### config.mk
export PLATFORM = sky130hd
export DESIGN_NAME = rep_add_mul
export DESIGN_NICKNAME = d
export VERILOG_FILES = /design/src/rtl/rep_add_mul_pkg.sv /design/src/rtl/rep_mul_ctrl.sv /design/src/rtl/rep_mul_dp.sv /design/src/rtl/rep_add_mul.sv
export SDC_FILE = /design/constraint.sdc
export NUM_CORES = 1
export LEC_CHECK = 0
export ABC_AREA = 1
export BUFFER_PORTS_ARGS = -buffer_cell sky130_fd_sc_hd__buf_2
export CAP_MARGIN = 20
export CORE_MARGIN = 5
export CORE_UTILIZATION = 30
export DETAILED_ROUTE_END_ITERATION = 16
export GPL_ROUTABILITY_DRIVEN = 0
export PLACE_DENSITY = 0.52
export SLEW_MARGIN = 20
export SYNTH_ARGS = -nofsm -noshare
export SYNTH_HDL_FRONTEND = slang
export SYNTH_HIERARCHICAL = 1
export SYNTH_SLANG_ARGS = --single-unit
### constraint.sdc
create_clock -name clk_i -period 2.6 [get_ports clk_i]
set_input_delay 0.13 -clock clk_i [delete_from_list [all_inputs] [get_ports clk_i]]
set_output_delay 0.13 -clock clk_i [all_outputs]
set_load 0.005 [all_outputs]
### src/rtl/rep_add_mul_pkg.sv
package rep_add_mul_pkg;
  typedef enum logic [1:0] {
    ST_IDLE = 2'd0,
    ST_RUN  = 2'd1,
    ST_FIN  = 2'd2
  } mul_state_e;
endpackage

### src/rtl/rep_mul_ctrl.sv
module rep_mul_ctrl
  import rep_add_mul_pkg::*;
(
  input  logic clk_i,
  input  logic rst_ni,
  input  logic start_ni,
  input  logic done_i,
  output logic calc_o,
  output logic complete_o
);
  mul_state_e state_q, state_d;

  always_comb begin
    state_d = state_q;
    unique case (state_q)
      ST_IDLE: if (!start_ni) state_d = ST_RUN;
      ST_RUN:  if (done_i)    state_d = ST_FIN;
      ST_FIN:  if (start_ni)  state_d = ST_IDLE;
      default: state_d = ST_IDLE;
    endcase
  end

  always_ff @(posedge clk_i or negedge rst_ni) begin
    if (!rst_ni) state_q <= ST_IDLE;
    else         state_q <= state_d;
  end

  assign calc_o     = (state_q == ST_RUN);
  assign complete_o = (state_q == ST_FIN);
endmodule

### src/rtl/rep_mul_dp.sv
module rep_mul_dp #(
  parameter int unsigned OPW = 8,
  localparam int unsigned PW = 2 * OPW
) (
  input  logic           clk_i,
  input  logic           rst_ni,
  input  logic           calc_i,
  input  logic [OPW-1:0] mcand_i,
  input  logic [OPW-1:0] mplier_i,
  output logic           done_o,
  output logic [PW-1:0]  product_o
);
  logic [PW-1:0]  mcand_q;
  logic [OPW-1:0] mplier_q;
  logic [PW-1:0]  acc_q;
  logic [PW-1:0]  prod_q;
  logic           zero;

  assign zero   = (mplier_q == '0);
  assign done_o = calc_i && zero;

  always_ff @(posedge clk_i or negedge rst_ni) begin
    if (!rst_ni) begin
      mcand_q  <= '0;
      mplier_q <= '0;
      acc_q    <= '0;
    end else if (!calc_i) begin
      // sign-extend multiplicand to the full product width
      mcand_q  <= {{OPW{mcand_i[OPW-1]}}, mcand_i};
      mplier_q <= mplier_i;
      acc_q    <= '0;
    end else if (!zero) begin
      acc_q    <= acc_q + mcand_q;
      mplier_q <= mplier_q - 1'b1;
    end
  end

  // result register: written only when the count is exhausted
  always_ff @(posedge clk_i or negedge rst_ni) begin
    if (!rst_ni)     prod_q <= '0;
    else if (done_o) prod_q <= acc_q;
  end

  assign product_o = prod_q;
endmodule

### src/rtl/rep_add_mul.sv
module rep_add_mul #(
  parameter int unsigned OPW = 8,
  localparam int unsigned PW = 2 * OPW
) (
  input  logic           clk_i,
  input  logic           rst_ni,
  input  logic           start_ni,
  input  logic [OPW-1:0] mcand_i,
  input  logic [OPW-1:0] mplier_i,
  output logic [PW-1:0]  product_o,
  output logic           complete_o
);
  logic calc;
  logic done;

  rep_mul_ctrl u_ctrl (
    .clk_i     (clk_i),
    .rst_ni    (rst_ni),
    .start_ni  (start_ni),
    .done_i    (done),
    .calc_o    (calc),
    .complete_o(complete_o)
  );

  rep_mul_dp #(.OPW(OPW)) u_dp (
    .clk_i    (clk_i),
    .rst_ni   (rst_ni),
    .calc_i   (calc),
    .mcand_i  (mcand_i),
    .mplier_i (mplier_i),
    .done_o   (done),
    .product_o(product_o)
  );
endmodule

==> impl_metrics.ini <==
[outcome]
result_of_the_run = completed

[timing]
timing_max_transition_violations_final = 0
worst_pin_slew_ns = 0.638
final-hold-violation-count = 0
grt_setup_unrepaired = no
achievable-frequency_ghz = 0.515
post-route-min-period_ns = 1.94
postLayoutSetupSlackWorst_ns = 0.659
final.setup.tns_ns = 0
setup_violations = 0
slew_headroom = 0.575
min_period_over_period = 0.747
clock-skew-final_ns = 0.00876

[logic_synthesis]
yosys.area.top_type_share = 0.411
ranking_of_synthesized_cells_by_instance_count = 161 x nand2_1, 59 x inv_1, 50 x dfrtp_1
synth_flop_cell = dfrtp_1
yosys.area.top_type = dfrtp_1
synth-seq-area-share = 0.411
yosys.cell_types.count = 32
postSynthRegisterBits = 50
netlist_instances = 407
synth-async-reset-ratio = 1.00
post_synth_instance_area_mm2 = 0.00304
synth_nets = 444
synth-edff-count = 0
yosys.cell_count.top_type = nand2_1
ys_warn_count = 6
synth.top_cells.by_area = dfrtp_1 41%, nand2_1 20%, inv_1 7.3%
syn-mean-instance-area_um2 = 7.48

[power]
max-vdd-ir-drop_v = 0.000369
power.total_uw = 4750
leakage_uw = 0.00200
powerDensity_mw_per_mm2 = 1380

[cells_and_area]
stdcell_count = 579
fin_nets = 482
diodes = 0
n_fill_cell = 1069
final_layout_size_suffix_gt1_frac = 0.137
synthToLayoutAreaGrowth_pct = 12.8

[grt]
grt_overflow = 0
number_of_global_route_vias_before_repair = 2504
grt_first_pass_wirelength_um = 11700
antenna_found_initial = 0
grt_start_max_net_pins = 51
grt_usage = 0.113

[worst_setup_path]
worst-endpoint-required_ns = 2.85
cpPeakStageDelay_ns = 0.42
critPathMostFrequentCell = inv_1
critPathSlowestCell = dfrtp_1
crit_arrival_ns = 2.19
worstPathMaxFanout = 13
path_class = reg -> reg
crit_chain = inv_1 -> nor2_1 -> inv_1 -> nor2_4 -> inv_2 -> nand2_1 -> o21ai_0 -> inv_1
worst_setup_path_end_kind = register
critical_path.startpoint_type = register

[clock_network]
cts_tree = built
cts_made_buffers = 5
clock_root_buffer = clkbuf_8
worst_skew_pair.late_latency_ns = 0.30
cts.sinks = 50
post_cts_resized = 0
cts-root-to-sink-buffers = 2
path_clk_slew_ns = 0.10
htree_depth = 2

[routing]
postRouteAntennaNets = 0
wl_per_cell_um = 11.6
final_wirelength_um = 6720
first_pass_iteration_count_of_the_detailed_router = 4
via_count = 2517
dr.first_iter.drc_count = 123
route.detailed.drc = 0
vias_per_cell = 4.35

[floorplanning]
chipWidth_um = 111
ios = 36
dieArea_mm2 = 0.0123
placement_rows = 36
core_region_area_mm2 = 0.00982
initial_utilization = 0.310
die_height_um = 111

[worst_hold_path]
holdCritPathClass = in -> reg

[run]
maxCapViolCount = 0

[placed_design]
dpl.hpwl_um = 5050
io_buf_count = 35
dp_worst_setup_slack_ns = 0.648
post_place_cells = 570
==> final timing paths <==
path | startpoint | end | slack (ns) | cells past startpoint
setup / recovery | u_ctrl/state_q[0]$_DFFE_PN0P_ | u_dp/mplier_q[7]$_DFFE_PN0N_ | 0.66 | 8
hold / removal | mcand_i[3] | u_dp/mcand_q[3]$_DFFE_PN0N_ | 0.01 | 3
setup reg to reg | u_ctrl/state_q[0]$_DFFE_PN0P_ | u_dp/mplier_q[7]$_DFFE_PN0N_ | 0.66 | 8
hold reg to reg | u_dp/product_o[9]$_DFFE_PN0P_ | u_dp/product_o[9]$_DFFE_PN0P_ | 0.48 | 2
max in group asynchronous | rst_ni | u_dp/product_o[12]$_DFFE_PN0P_ | 1.71 | 3
min in group asynchronous | rst_ni | u_dp/mplier_q[3]$_DFFE_PN0N_ | 0.45 | 3
==> power breakdown <==
| group | internal (uW) | switching (uW) |
|---|---|---|
| Combinational | 1150 | 1730 |
| Sequential | 1160 | 268 |
| Clock | 191 | 266 |
==> per-stage QoR <==
stage          instance area, um2  hold slack [ns]  utilization
6_report                     3430           0.0134        0.350
5_1_grt                      3430          0.00900        0.350
4_1_cts                      3430          0.00977        0.350
3_5_place_dp                 3340            0.292        0.340
3_3_place_gp                 3340            0.287        0.340
2_1_floorplan                3040           -0.166            -
==> registers in the layout, indices dropped and copies added, names as in the netlist <==
register,cells
u_dp/acc_q,16
u_dp/product_o,16
u_dp/mcand_q,8
u_dp/mplier_q,8
u_ctrl/state_q,2
==> logic make-up after synthesis <==
family | synth area share
AOI/OAI and AO/OA | 0.0814
buffers and inverters | 0.100
adders and majority gates | 0.0765
and+or+nand+nor | 0.319
DFF | 0.411
xor gates and xnor gates | 0.0115
==> critical path, delay by kind of cell (launching register included) <==
family                 cells  cell delay, ns
and+or+nand+nor            3            0.81
buffers and inverters      4            0.58
DFF                        1            0.42
AOI/OAI and AO/OA          1            0.08
==> metal layers <==
layer | part of all wire | vias to the layer above | global-route usage
met3 | 0.038 | 5 | 0.0262
met5 | 0 | - | 0
met4 | 0.011 | 0 | 0.0271
met2 | 0.44 | 36 | 0.175
met1 | 0.51 | 1118 | 0.158
li1 | - | 1358 | -
==> repair_timing <==
item / CTS / global route
hold endpoints to repair: 50 / 0
hold buffers: 1 / 0
setup buffers: 0 / 0
==> placed cells by master (no fill, tap or decap), types with 3 or more instances in the layout <==
| master | instances |
|---|---|
| a21oi_1 | 9 |
| buf_2 | 35 |
| buf_4 | 3 |
| clkbuf_8 | 5 |
| dfrtp_1 | 50 |
| ha_1 | 17 |
| inv_1 | 59 |
| nand2_1 | 161 |
| nand3_1 | 23 |
| nand3b_1 | 3 |
| nor2_1 | 24 |
| nor2_4 | 3 |
| nor3_1 | 3 |
| o21ai_0 | 5 |
| o21ai_1 | 12 |
| o22ai_1 | 6 |
==> cell type report <==
cell class / instances / area [um2] / share of cell area
Clock buffer: 6 / 72.6 / 0.0211
Clock inverter: 2 / 13.8 / 0.00401
Inverter: 62 / 235 / 0.0685
Multi-Input combinational cell: 287 / 1490 / 0.433
Sequential cell: 50 / 1250 / 0.364
Tap cell: 133 / 166 / 0.0485
Timing Repair Buffer: 39 / 208 / 0.0605
Power figures use the tool's default switching activity.
